--- config.mk ---
export PLATFORM = sky130hd
export DESIGN_NAME = mpw_uart_rx
export DESIGN_NICKNAME = d
export VERILOG_FILES = /design/src/rtl/mpw_uart_rx_pkg.sv /design/src/rtl/mpw_rx_sync.sv /design/src/rtl/mpw_rx_frame.sv /design/src/rtl/mpw_rx_status.sv /design/src/rtl/mpw_uart_rx.sv
export SDC_FILE = /design/constraint.sdc
export NUM_CORES = 1
export LEC_CHECK = 0
export BUFFER_PORTS_ARGS = -buffer_cell sky130_fd_sc_hd__buf_2
export CAP_MARGIN = 10
export CORE_ASPECT_RATIO = 2
export CORE_UTILIZATION = 45
export DETAILED_ROUTE_END_ITERATION = 10
export GPL_ROUTABILITY_DRIVEN = 0
export GPL_TIMING_DRIVEN = 0
export PLACE_DENSITY_LB_ADDON = 0.1
export SLEW_MARGIN = 5
export SYNTH_ARGS = -nofsm -noshare
export SYNTH_HDL_FRONTEND = slang
export SYNTH_HIERARCHICAL = 1
export SYNTH_SLANG_ARGS = --single-unit
--- constraint.sdc ---
create_clock -name clk -period 1.95 [get_ports clk]
set_input_delay 0.39 -clock clk [delete_from_list [all_inputs] [get_ports clk]]
set_output_delay 0.39 -clock clk [all_outputs]
set_load 0.01 [all_outputs]
--- src/rtl/mpw_uart_rx_pkg.sv ---
`timescale 1ns/1ps
// Package: shared types for the multiprocessor-wakeup receiver.
// Assumes: it is compiled ahead of every module of the receiver.
package mpw_uart_rx_pkg;

    // Phase of the frame engine within one serial frame.
    typedef enum logic [2:0] {
        PH_IDLE  = 3'd0,
        PH_START = 3'd1,
        PH_DATA  = 3'd2,
        PH_MPBIT = 3'd3,
        PH_STOP  = 3'd4
    } rx_phase_t;

endpackage

--- src/rtl/mpw_rx_sync.sv ---
`timescale 1ns/1ps
// Module: mpw_rx_sync
// Brings the asynchronous serial line into the clock domain through a
// chain of flip-flops.
// Assumes: STAGES >= 1, and the line idles high, so reset loads ones.
module mpw_rx_sync #(
    parameter int STAGES = 2
) (
    input  logic clk,
    input  logic rst_n,
    input  logic din,
    output logic dout
);

    logic [STAGES-1:0] q;

    for (genvar i = 0; i < STAGES; i++) begin : g_stage
        if (i == 0) begin : g_first
            // First stage samples the raw line.
            always_ff @(posedge clk) begin
                if (!rst_n) q[0] <= 1'b1;
                else        q[0] <= din;
            end
        end else begin : g_next
            // Later stages settle metastability.
            always_ff @(posedge clk) begin
                if (!rst_n) q[i] <= 1'b1;
                else        q[i] <= q[i-1];
            end
        end
    end

    assign dout = q[STAGES-1];

endmodule

--- src/rtl/mpw_rx_frame.sv ---
`timescale 1ns/1ps
// Module: mpw_rx_frame
// Oversampled frame engine. It detects a falling edge on the line and
// confirms the start bit half a bit later. It then samples each data bit,
// the optional multiprocessor bit and the stop bit at their centres, and
// pulses done for one cycle with the assembled frame.
// Assumes: tick is a one-cycle pulse at OSR times the bit rate, OSR is
// even, and rxd_s is already synchronous. Dropping rx_en aborts a frame.
module mpw_rx_frame
    import mpw_uart_rx_pkg::*;
#(
    parameter int DATA_BITS = 8,
    parameter int OSR       = 16
) (
    input  logic                 clk,
    input  logic                 rst_n,
    input  logic                 rx_en,
    input  logic                 tick,
    input  logic                 rxd_s,
    input  logic                 mp_fmt,
    output logic                 done,
    output logic [DATA_BITS-1:0] data,
    output logic                 mp_bit,
    output logic                 stop_ok
);

    localparam int CW       = (OSR > 2) ? $clog2(OSR) : 1;
    localparam int BW       = $clog2(DATA_BITS + 1);
    localparam int HALF_END = OSR / 2 - 1;
    localparam int FULL_END = OSR - 1;
    localparam int LAST_BIT = DATA_BITS - 1;

    rx_phase_t             phase;
    logic [CW-1:0]         tcnt;
    logic [BW-1:0]         bidx;
    logic [DATA_BITS-1:0]  shreg;
    logic                  at_half;
    logic                  at_full;

    assign at_half = (tcnt == CW'(HALF_END));
    assign at_full = (tcnt == CW'(FULL_END));
    assign data    = shreg;

    // Frame sequencing: phase, tick counter, bit index and captured bits.
    always_ff @(posedge clk) begin
        if (!rst_n) begin
            phase   <= PH_IDLE;
            tcnt    <= '0;
            bidx    <= '0;
            shreg   <= '0;
            mp_bit  <= 1'b0;
            stop_ok <= 1'b1;
            done    <= 1'b0;
        end else begin
            done <= 1'b0;
            if (!rx_en) begin
                phase <= PH_IDLE;
                tcnt  <= '0;
            end else if (tick) begin
                unique case (phase)
                    PH_IDLE: begin
                        if (!rxd_s) begin
                            phase <= PH_START;
                            tcnt  <= '0;
                        end
                    end
                    PH_START: begin
                        if (at_half) begin
                            tcnt <= '0;
                            bidx <= '0;
                            phase <= rxd_s ? PH_IDLE : PH_DATA;
                        end else begin
                            tcnt <= tcnt + 1'b1;
                        end
                    end
                    PH_DATA: begin
                        if (at_full) begin
                            tcnt  <= '0;
                            shreg <= {rxd_s, shreg[DATA_BITS-1:1]};
                            if (bidx == BW'(LAST_BIT)) begin
                                if (mp_fmt) begin
                                    phase <= PH_MPBIT;
                                end else begin
                                    phase  <= PH_STOP;
                                    mp_bit <= 1'b0;
                                end
                            end else begin
                                bidx <= bidx + 1'b1;
                            end
                        end else begin
                            tcnt <= tcnt + 1'b1;
                        end
                    end
                    PH_MPBIT: begin
                        if (at_full) begin
                            tcnt   <= '0;
                            mp_bit <= rxd_s;
                            phase  <= PH_STOP;
                        end else begin
                            tcnt <= tcnt + 1'b1;
                        end
                    end
                    PH_STOP: begin
                        if (at_full) begin
                            tcnt    <= '0;
                            stop_ok <= rxd_s;
                            done    <= 1'b1;
                            phase   <= PH_IDLE;
                        end else begin
                            tcnt <= tcnt + 1'b1;
                        end
                    end
                    default: phase <= PH_IDLE;
                endcase
            end
        end
    end

endmodule

--- src/rtl/mpw_rx_status.sv ---
`timescale 1ns/1ps
// Module: mpw_rx_status
// Wakeup filter, data register, status flags and interrupt gating.
// It decides whether a completed frame is accepted, loads the data
// register, updates the flags and keeps the self-clearing wakeup bit.
// Assumes: take is a one-cycle pulse per completed frame while reception
// is enabled. Sets beat clears, and a software write beats the hardware
// wakeup clear.
module mpw_rx_status #(
    parameter int DATA_BITS = 8
) (
    input  logic                 clk,
    input  logic                 rst_n,
    input  logic                 take,
    input  logic [DATA_BITS-1:0] frm_data,
    input  logic                 frm_mpb,
    input  logic                 frm_stop_ok,
    input  logic                 async_mode,
    input  logic                 mp_fmt,
    input  logic                 wake_wr,
    input  logic                 wake_wdata,
    input  logic                 rdf_clr,
    input  logic                 err_clr,
    input  logic                 rxi_en,
    input  logic                 eri_en,
    output logic [DATA_BITS-1:0] rx_data,
    output logic                 rdf,
    output logic                 fer,
    output logic                 ovr,
    output logic                 mpb,
    output logic                 wake_en,
    output logic                 rxi_irq,
    output logic                 eri_irq
);

    logic filt_on;
    logic accept;
    logic wake_hit;

    // The filter is live only for asynchronous multiprocessor framing.
    assign filt_on  = wake_en & async_mode & mp_fmt;
    assign accept   = take & (~filt_on | frm_mpb);
    assign wake_hit = take & filt_on & frm_mpb;

    // Data register: loaded only when an accepted frame finds it empty.
    always_ff @(posedge clk) begin
        if (!rst_n)               rx_data <= '0;
        else if (accept && !rdf)  rx_data <= frm_data;
    end

    // Data-full flag: set on a fresh accepted frame, cleared by software.
    always_ff @(posedge clk) begin
        if (!rst_n)               rdf <= 1'b0;
        else if (accept && !rdf)  rdf <= 1'b1;
        else if (rdf_clr)         rdf <= 1'b0;
    end

    // Overrun flag: an accepted frame that finds the register still full.
    always_ff @(posedge clk) begin
        if (!rst_n)               ovr <= 1'b0;
        else if (accept && rdf)   ovr <= 1'b1;
        else if (err_clr)         ovr <= 1'b0;
    end

    // Framing-error flag: an accepted frame whose stop bit was low.
    always_ff @(posedge clk) begin
        if (!rst_n)                     fer <= 1'b0;
        else if (accept && !frm_stop_ok) fer <= 1'b1;
        else if (err_clr)               fer <= 1'b0;
    end

    // Multiprocessor-bit flag: follows the last accepted frame.
    always_ff @(posedge clk) begin
        if (!rst_n)      mpb <= 1'b0;
        else if (accept) mpb <= frm_mpb;
    end

    // Wakeup-enable: software write first, then the hardware self-clear.
    always_ff @(posedge clk) begin
        if (!rst_n)        wake_en <= 1'b0;
        else if (wake_wr)  wake_en <= wake_wdata;
        else if (wake_hit) wake_en <= 1'b0;
    end

    // Interrupt requests follow the flags, gated by their enables.
    assign rxi_irq = rdf & rxi_en;
    assign eri_irq = (fer | ovr) & eri_en;

endmodule

--- src/rtl/mpw_uart_rx.sv ---
`timescale 1ns/1ps
// Module: mpw_uart_rx (top)
// Multiprocessor-wakeup asynchronous receiver. It chains the line
// synchronizer, the oversampled frame engine and the filter/status unit.
// Assumes: sample_tick comes from an external baud generator at OSR
// times the bit rate. In synchronous mode only the wakeup filter is
// disabled, and the clocked datapath sits outside this block.
module mpw_uart_rx #(
    parameter int DATA_BITS   = 8,
    parameter int OSR         = 16,
    parameter int SYNC_STAGES = 2
) (
    input  logic                 clk,
    input  logic                 rst_n,
    input  logic                 sample_tick,
    input  logic                 rxd,
    input  logic                 rx_en,
    input  logic                 async_mode,
    input  logic                 mp_fmt,
    input  logic                 wake_wr,
    input  logic                 wake_wdata,
    input  logic                 rdf_clr,
    input  logic                 err_clr,
    input  logic                 rxi_en,
    input  logic                 eri_en,
    output logic [DATA_BITS-1:0] rx_data,
    output logic                 rdf,
    output logic                 fer,
    output logic                 ovr,
    output logic                 mpb,
    output logic                 wake_en,
    output logic                 rxi_irq,
    output logic                 eri_irq
);

    logic                 rxd_s;
    logic                 frm_done;
    logic [DATA_BITS-1:0] frm_data;
    logic                 frm_mpb;
    logic                 frm_stop_ok;
    logic                 frm_take;

    mpw_rx_sync #(.STAGES(SYNC_STAGES)) i_sync (
        .clk   (clk),
        .rst_n (rst_n),
        .din   (rxd),
        .dout  (rxd_s)
    );

    mpw_rx_frame #(.DATA_BITS(DATA_BITS), .OSR(OSR)) i_frame (
        .clk     (clk),
        .rst_n   (rst_n),
        .rx_en   (rx_en),
        .tick    (sample_tick),
        .rxd_s   (rxd_s),
        .mp_fmt  (mp_fmt),
        .done    (frm_done),
        .data    (frm_data),
        .mp_bit  (frm_mpb),
        .stop_ok (frm_stop_ok)
    );

    // A frame counts only while reception is still enabled.
    assign frm_take = frm_done & rx_en;

    mpw_rx_status #(.DATA_BITS(DATA_BITS)) i_status (
        .clk         (clk),
        .rst_n       (rst_n),
        .take        (frm_take),
        .frm_data    (frm_data),
        .frm_mpb     (frm_mpb),
        .frm_stop_ok (frm_stop_ok),
        .async_mode  (async_mode),
        .mp_fmt      (mp_fmt),
        .wake_wr     (wake_wr),
        .wake_wdata  (wake_wdata),
        .rdf_clr     (rdf_clr),
        .err_clr     (err_clr),
        .rxi_en      (rxi_en),
        .eri_en      (eri_en),
        .rx_data     (rx_data),
        .rdf         (rdf),
        .fer         (fer),
        .ovr         (ovr),
        .mpb         (mpb),
        .wake_en     (wake_en),
        .rxi_irq     (rxi_irq),
        .eri_irq     (eri_irq)
    );

endmodule

==> impl_metrics.json, run 1 <==
{
  "status": "finished clean",
  "core_area_um2": 3680,
  "slew_violations": 0,
  "grt_overflow": 0,
  "hold_viol_final": 0,
  "synth_area_leaders": "dfxtp_1, mux2i_1, nand2_1, nand3_1, a21oi_1",
  "worst_path_max_delay_cell": "or4_1",
  "cp_max_fo": 7,
  "ant_nets": 0,
  "rows": 31,
  "ctsHtreeMaxLevel": 2,
  "power.switching_w": 0.000300,
  "diodes": 0,
  "internal_power_w": 0.00103,
  "maxCapViolations": 0,
  "clock.fmax_mhz": 531,
  "syn_area_per_cell_um2": 9.05,
  "yosys.area.top_type_share": 0.422,
  "synthAdderAreaFrac": 0.0143,
  "dieArea_um2": 4170,
  "p_leak_nw": 0.876,
  "drc": 0,
  "synth_nets": 209,
  "final_common_cell": "dfxtp_1",
  "finish.net_count": 244,
  "wl_per_cell_um": 14.0,
  "ioPinCount": 28,
  "critPathKind": "register to register",
  "cp.arrival_ns": 2.10,
  "cts.clk_slew.worst_paths_ns": 0.07,
  "yosysTopAreaCell": "dfxtp_1",
  "hold_class": "input port to register",
  "yosys.area_share.simple": 0.281,
  "setup_violations": 0,
  "synthMuxAreaShare": 0.103,
  "yosysWarningCount": 6,
  "cts_buffer_depth": 2,
  "clock_skew_ns": 0.00141,
  "synth_ff_type": "dfxtp_1",
  "pwr-share-clk": 0.381,
  "antenna_found_initial": 0,
  "final.setup.tns_ns": 0,
  "areaGrowthSynthToFinish_pct": 18.2,
  "wl_mm": 3.90,
  "fin_crit_ns": 1.88,
  "syn_inst": 194,
  "dp_hpwl_mm": 3.05,
  "wl_met2_mm": 2.31,
  "grt_util_all_layers": 0.215,
  "drt_iter0_markers": 35,
  "crit_path_end_kind": "register",
  "route.met3.wl_um": 76,
  "wl_met1_mm": 1.45,
  "synth_edf_count": 0,
  "async_flop_share": 0,
  "synth_top_family_by_area": "simple AND/OR/NAND/NOR gates",
  "grt_max_degree": 16,
  "reg2regPathDepth": 5,
  "fillers": 355,
  "cts_root_buf": "clkbuf_8",
  "holdWs_ns": 0.286,
  "ys_ff_latch": 37,
  "path_cells": "ha_2 > and3b_2 > o32a_4 > or4_1 > a21oi_2",
  "mostFrequentLayoutCells": "dfxtp_1, buf_2, nand2_1",
  "swShare": 0.226,
  "syn-cell-area_um2": 1760,
  "via_per_inst": 5.51,
  "fin_crit_sh": 0.966,
  "worst_pin_slew_ns": 0.468,
  "die_x_um": 46.2,
  "grt_pass1_wl_mm": 6.81,
  "grt_pass1_vias": 1537,
  "rsz0062_at_grt": "false",
  "portBuffers": 27,
  "clock_latency_ns": 0.28,
  "die_y_um": 90.3,
  "initial_core_util": 0.476,
  "irDropWorstVdd_mv": 0.436,
  "top_layer": "met4",
  "cpPeakStageDelay_ns": 0.53,
  "pwr-share-seq": 0.575,
  "cts_tree": "yes",
  "holdPathStages": 2,
  "first_pass_iters": 4,
  "cts_buffers": 5,
  "drive_gt1_frac": 0.222,
  "p_per_area_nw_per_um2": 639,
  "slew_headroom": 0.688,
  "finalPower_w": 0.00133,
  "p_comb_frac": 0.044,
  "required_ns": 2.17,
  "yosysSeqAreaShare": 0.422,
  "cts.sinks": 37,
  "ys_types": 46,
  "num_vias": 1537,
  "critPathLaunchType": "register",
  "synth_compound_area_frac": 0.153,
  "synth_xor_area_frac": 0
}
critical path: cells and delay by family (launching register included):
family | cells | cell delay, ns
AO/OA/AOI/OAI | 2 | 0.53
adder cells (fa/ha/maj) | 1 | 0.21
flip-flops | 1 | 0.34
AND/OR/NAND/NOR | 2 | 0.75
flip-flops by register name, summed over array words and instances, names as in the netlist:
name              cells
i_frame/done          1
i_sync/q              1
i_frame/data          8
i_status/fer          1
i_frame/stop_ok       1
i_frame/mp_bit        1
i_frame/tcnt          4
i_status/ovr          1
i_sync/dout           1
i_status/mpb          1
i_frame/bidx          4
i_status/wake_en      1
i_frame/phase         3
i_status/rdf          1
i_status/rx_data      8
area by class of cell:
cell class	count	area (um2)	share of cell area
clock inverters	2	10.0	0.00482
multi-input cells	146	996	0.480
inverters	3	11.3	0.00542
repair buffers	28	143	0.0687
flip-flops and latches	37	741	0.357
plain buffers	8	41.3	0.0199
well taps	49	61.3	0.0295
clock buffers	6	72.6	0.0350
Yosys cell counts (2+ instances only):
library cell  instances
nand2_1              26
ha_1                  2
nand2b_1              4
and3_1                3
inv_1                 3
a21oi_1              11
and3b_1               2
a31oi_1               2
or3b_1                2
nand4b_1              2
o211ai_1              3
o21a_1                2
nand3b_1              4
nand3_1              12
nor3_1                2
and2_1                3
mux2i_1              18
or3_1                 2
nor2b_1               3
nor2_1               13
dfxtp_1              37
o311ai_0              2
clkbuf_1              7
nand4_1               3
o21ai_0               5
through the flow:
step	worst slack (ns)	cell area (um2)	utilization	instances
floorplan	0.113	1760	-	194
global placement	-0.0180	1950	0.530	270
global route	0.00598	2080	0.563	279
finish	0.0667	2080	0.563	279
CTS	0.00370	2060	0.558	279
detailed placement	-0.0472	1950	0.530	270
final timing paths:
kind | from | to | slack (ns)
setup / recovery | i_frame/bidx[0] | i_frame/bidx[0] | 0.07
hold / removal | rxd | i_sync/q[0] | 0.29
hold reg to reg | i_sync/q[0] | i_sync/dout | 0.42
setup reg to reg | i_frame/bidx[0] | i_frame/bidx[0] | 0.07
cell families after synthesis:
logic type,after synthesis
compound gates,38
fa+ha+maj,2
buf+inv,11
flops,37
mux,18
simple gates,88
power groups by stage:
stage	combinational (W)	sequential, W	clock [W]
after floorplan	0.0000267	0.000780	0
after CTS	0.0000588	0.000763	0.000526
after global routing	0.0000644	0.000763	0.000551
final	0.0000588	0.000763	0.000505
after global placement	0.0000571	0.000780	0
after detailed placement	0.0000585	0.000780	0
routing by layer:
layer,GRT usage,up-vias
met1,0.212,729
met4,0.0858,0
met5,0,-
li1,-,779
met3,0.0440,7
met2,0.397,22
repair_timing:
item	CTS	global route
pin swaps	0	1
buffers inserted	1	0
hold buffers	0	0
gates resized for setup	3	12
setup endpoints to repair	9	12
No activity file was read; power rests on OpenSTA's default activity.
==> inputs of run 2 (changes only) <==
CORE_UTILIZATION = 48   (was 45)
REMOVE_ABC_BUFFERS = 1   (was not set)
==> impl_metrics.json, run 2 (synthesis gave the netlist of run 1 again) <==
{
  "clock_latency_ns": 0.28,
  "timing.rr.end": "i_frame/bidx[0]",
  "cts_tree": "yes",
  "p_per_area_nw_per_um2": 680,
  "dpl.cell_count": 261,
  "grt_pass1_wl_mm": 6.24,
  "drt_iter0_markers": 44,
  "required_ns": 2.16,
  "grt_pass1_vias": 1476,
  "ioPinCount": 28,
  "cts.sinks": 37,
  "rrSetupSlack_ns": 0.06,
  "critPathLaunchType": "register",
  "drive_gt1_frac": 0.207,
  "worst_pin_slew_ns": 0.538,
  "cp.arrival_ns": 2.10,
  "initial_core_util": 0.508,
  "drc": 0,
  "fin_crit_ns": 1.89,
  "wl_per_cell_um": 14.0,
  "fin_area_um2": 2040,
  "cts_buffers": 5,
  "ctsHtreeMaxLevel": 2,
  "place_area_um2": 1910,
  "diodes": 0,
  "hold_viol_final": 0,
  "wl_mm": 3.77,
  "pwr-share-seq": 0.550,
  "via_per_inst": 5.65,
  "ant_nets": 0,
  "p_comb_frac": 0.039,
  "cts_buffer_depth": 2,
  "dieArea_um2": 3920,
  "rows": 30,
  "worstHoldStart": "rxd",
  "crit_path_end_kind": "register",
  "fin_cells": 270,
  "cts_root_buf": "clkbuf_8",
  "cp_max_fo": 7,
  "rsz0062_at_grt": "false",
  "swShare": 0.209,
  "status": "finished clean",
  "holdPathStages": 2,
  "reg2regPathDepth": 5,
  "mostFrequentLayoutCells": "dfxtp_1, buf_2, nand2_1",
  "power.switching_w": 0.000290,
  "grt_max_degree": 34,
  "core_area_um2": 3450,
  "irDropWorstVdd_mv": 0.593,
  "p_leak_nw": 0.866,
  "clock_skew_ns": 0.00298,
  "cts.clk_slew.worst_paths_ns": 0.07,
  "slew_violations": 0,
  "final_common_cell": "dfxtp_1",
  "dp_hpwl_mm": 2.83,
  "critPathKind": "register to register",
  "antenna_found_initial": 0,
  "pwr-share-clk": 0.410,
  "portBuffers": 27,
  "grt_util_all_layers": 0.214,
  "die_x_um": 44.8,
  "die_y_um": 87.5,
  "holdWs_ns": 0.291,
  "num_vias": 1525,
  "hold_class": "input port to register",
  "internal_power_w": 0.00110,
  "crit-reg2reg-launch": "i_frame/bidx[0]",
  "areaGrowthSynthToFinish_pct": 16.2,
  "slew_headroom": 0.641,
  "setup_violations": 0,
  "grt_overflow": 0,
  "first_pass_iters": 4,
  "finish.net_count": 236,
  "clock.fmax_mhz": 529,
  "maxCapViolations": 0,
  "hold-path-endpoint": "i_sync/q[0]",
  "fin_crit_sh": 0.970
}
## run 2: how the worst max path moves through the flow
stage | startpoint | endpoint | slack, ns | depth (start not counted)
CTS | i_frame/bidx[0] | i_frame/bidx[3] | 0.005 | 5
detailed placement | i_frame/bidx[0] | i_frame/bidx[3] | -0.0001 | 5
global placement | i_frame/bidx[0] | i_frame/bidx[3] | 0.03 | 5
finish | i_frame/bidx[0] | i_frame/bidx[0] | 0.06 | 5
floorplan | i_frame/bidx[0] | i_frame/bidx[3] | 0.11 | 5
global route | i_frame/bidx[0] | i_frame/bidx[0] | 0.02 | 5
## run 2: power by group through the flow
stage	combinational (W)	clock, W	sequential (W)
2_1_floorplan	0.0000206	0	0.000780
3_3_place_gp	0.0000516	0	0.000780
3_5_place_dp	0.0000540	0	0.000781
4_1_cts	0.0000544	0.000595	0.000763
5_1_grt	0.0000609	0.000630	0.000763
6_report	0.0000545	0.000570	0.000763
## run 2: metal layers
layer | global-route usage | vias to the layer above | part of all wire
li1 | - | 764 | -
met1 | 0.204 | 733 | 0.37
met2 | 0.414 | 24 | 0.59
met3 | 0.0415 | 4 | 0.025
met4 | 0.0909 | 0 | 0.0095
met5 | 0 | - | 0
## run 2: cell type report
cell class | count | area (um2)
Inverter | 3 | 11.3
Clock inverter | 1 | 5.00
Sequential cell | 37 | 741
Timing Repair Buffer | 28 | 143
Fill cell | 343 | 1410
Tap cell | 48 | 60.1
Multi-Input combinational cell | 146 | 983
Clock buffer | 7 | 96.3
## run 2: worst max-delay path, cell delays in order (launching register included)
cell	delay, ns
dfxtp_1	0.34
ha_1	0.22
and3b_2	0.21
o32a_4	0.39
or4_1	0.52
a21oi_1	0.15
## run 2: stage by stage
stage	TNS (ns)	total power, W	util	setup WS (ns)
floorplan	0	0.000801	-	0.113
global placement	0	0.000832	0.554	0.0253
detailed placement	-0.000109	0.000835	0.554	-0.000109
CTS	0	0.00141	0.586	0.00500
global route	0	0.00145	0.591	0.0169
finish	0	0.00139	0.591	0.0593
## run 2: repair_timing
| item | 4_1_cts | 5_1_grt |
|---|---|---|
| buffers inserted | 0 | 1 |
| hold buffers | 0 | 0 |
| gates resized for setup | 2 | 3 |
| cloned | 0 | 0 |
| setup endpoints to repair | 1 | 10 |
| pin swaps | 0 | 1 |
==> inputs of run 3 (changes only) <==
CAP_MARGIN = not set   (was 10)
MAX_ROUTING_LAYER = met4   (was not set)
SYNTH_HIERARCHICAL = not set   (was 1)
==> impl_metrics.json, run 3 <==
{
  "holdPathStages": 2,
  "cts.clk_slew.worst_paths_ns": 0.07,
  "cpPeakStageDelay_ns": 0.54,
  "dieArea_um2": 3880,
  "finalPower_w": 0.00150,
  "mostFrequentLayoutCells": "dfxtp_1, buf_2, nor2_1",
  "crit_buf_inv": 0,
  "internal_power_w": 0.00119,
  "cp.arrival_ns": 2.15,
  "required_ns": 2.16,
  "crit-reg2reg-launch": "i_frame.tcnt[1]",
  "ant_nets": 0,
  "status": "finished clean",
  "cts.sinks": 37,
  "syn_inst": 191,
  "synth_ff_type": "dfxtp_1",
  "slew_violations": 0,
  "grt_util_all_layers": 0.227,
  "cts_tree": "yes",
  "final_core_util": 0.615,
  "antenna_found_initial": 0,
  "first_pass_iters": 4,
  "fillers": 297,
  "drc": 0,
  "cts_buffer_depth": 2,
  "dp_hpwl_mm": 2.79,
  "finish.net_count": 237,
  "cts_buffers": 5,
  "ctsHoldBuffers": 0,
  "critPathLaunchType": "register",
  "syn-cell-area_um2": 1740,
  "hold-path-endpoint": "i_sync.q[0]",
  "ys_types": 48,
  "via_per_inst": 5.56,
  "fin_crit_sh": 0.995,
  "syn_area_per_cell_um2": 9.10,
  "ys_top_cells_by_count": "dfxtp_1, nor2_1, mux2i_1",
  "cts_root_buf": "clkbuf_8",
  "pwr-share-clk": 0.458,
  "final_common_cell": "dfxtp_1",
  "power.switching_w": 0.000312,
  "fin_cells": 271,
  "worst_pin_slew_ns": 0.742,
  "maxCapViolations": 0,
  "diodes": 0,
  "wl_mm": 3.93,
  "hold_viol_final": 0,
  "yosysWarningCount": 0,
  "worst_path_max_delay_cell": "or4_4",
  "hold_class": "input port to register",
  "slew_headroom": 0.505,
  "grt_pass1_wl_mm": 6.45,
  "grt_pass1_vias": 1479,
  "path_cells": "ha_4 > nand3_4 > or4_4 > or4b_4 > a21oi_2",
  "synth_most_common_cell": "dfxtp_1",
  "grt_max_degree": 25,
  "wl_per_cell_um": 14.5,
  "clock_skew_ns": 0.00716,
  "yosys.area.top_type_share": 0.426,
  "ctsHtreeMaxLevel": 2,
  "areaGrowthSynthToFinish_pct": 20.8,
  "num_vias": 1508,
  "final.setup.tns_ns": 0,
  "fin_crit_ns": 1.94,
  "worstHoldStart": "rxd",
  "ys_ff_latch": 37,
  "place_area_um2": 1890,
  "timing.rr.end": "i_frame.mp_bit",
  "crit_path_end_kind": "register",
  "clock_latency_ns": 0.29,
  "rrSetupSlack_ns": 0.01,
  "async_flop_share": 0,
  "ioPinCount": 28,
  "rows": 30,
  "setup_violations": 0,
  "drive_gt1_frac": 0.269,
  "die_x_um": 44.5,
  "yosysTopAreaCell": "dfxtp_1",
  "yosysSeqAreaShare": 0.426,
  "p_leak_nw": 0.801,
  "cp_max_fo": 6,
  "initial_core_util": 0.509,
  "swShare": 0.207,
  "synth_edf_count": 0,
  "irDropWorstVdd_mv": 0.769,
  "die_y_um": 87.1,
  "portBuffers": 27,
  "clock.fmax_mhz": 516,
  "crit_family": "simple AND/OR/NAND/NOR gates",
  "synth_area_leaders": "dfxtp_1, mux2i_1, nor2_1, nand3_1, nand2_1",
  "core_area_um2": 3420,
  "drt_iter0_markers": 31,
  "fin_area_um2": 2100,
  "critPathKind": "register to register",
  "p_comb_frac": 0.037,
  "p_per_area_nw_per_um2": 716,
  "reg2regPathDepth": 5,
  "dpl.cell_count": 257,
  "pwr-share-seq": 0.505,
  "grt_overflow": 0
}
run 3: power groups by stage:
stage	Combinational [W]	Sequential, W	Clock (W)
final	0.0000555	0.000759	0.000688
after global routing	0.0000610	0.000759	0.000739
after CTS	0.0000547	0.000760	0.000708
after detailed placement	0.0000544	0.000779	0
after global placement	0.0000535	0.000779	0
after floorplan	0.0000253	0.000779	0
run 3: repair_timing:
action                     CTS  global route
setup endpoints to repair   11            16
pin swaps                    1             2
hold endpoints to repair     0             0
buffers inserted             2             4
resized for setup            5             7
run 3: cells by family after synthesis:
family / Yosys count / synth area share
flip-flops: 37 / 0.426
adder cells (fa/ha/maj): 3 / 0.0202
buffers and inverters: 16 / 0.0403
multiplexers: 21 / 0.121
AND/OR/NAND/NOR: 80 / 0.258
AO/OA/AOI/OAI: 32 / 0.124
XOR/XNOR: 2 / 0.0101
run 3: final cells by class:
type | instances | area [um2] | area share
tap | 48 | 60.1 | 0.0286
sequential | 37 | 753 | 0.359
inverter | 7 | 26.3 | 0.0125
multi-input combinational | 138 | 947 | 0.451
clock buffer | 6 | 82.6 | 0.0393
timing repair buffer | 33 | 193 | 0.0918
clock inverter | 2 | 37.5 | 0.0179
run 3: worst max path at each step:
stage / start / to / slack [ns] / depth (start not counted)
final: i_frame.tcnt[1] / i_frame.mp_bit / 0.01 / 5
after global routing: i_frame.tcnt[0] / i_frame.mp_bit / -0.06 / 5
after CTS: i_frame.tcnt[0] / i_frame.mp_bit / -0.04 / 5
after detailed placement: i_frame.tcnt[0] / i_frame.mp_bit / -0.23 / 5
after global placement: i_frame.tcnt[0] / i_frame.mp_bit / -0.19 / 5
after floorplan: i_frame.tcnt[0] / i_frame.mp_bit / -0.02 / 5
run 3: routing by layer:
layer  vias to the layer above  GRT usage  wire (um)
met4                         0     0.0964        109
met1                       714      0.216       1490
met3                        14     0.0436         94
met2                        35      0.418       2230
li1                        745          -          -
met5                         -          -          0
run 3: stage by stage:
step	hold WS (ns)	setup WS [ns]
6_report	0.282	0.0106
5_1_grt	0.288	-0.0553
3_5_place_dp	0.393	-0.226
4_1_cts	0.271	-0.0443
2_1_floorplan	0.386	-0.0222
3_3_place_gp	0.393	-0.194
run 3: worst register-to-register path, delay by kind of cell (launching register included):
| kind | cells | cell delay [ns] |
|---|---|---|
| AO/OA/AOI/OAI | 1 | 0.13 |
| adder cells (fa/ha/maj) | 1 | 0.18 |
| flip-flops | 1 | 0.37 |
| AND/OR/NAND/NOR | 3 | 1.19 |
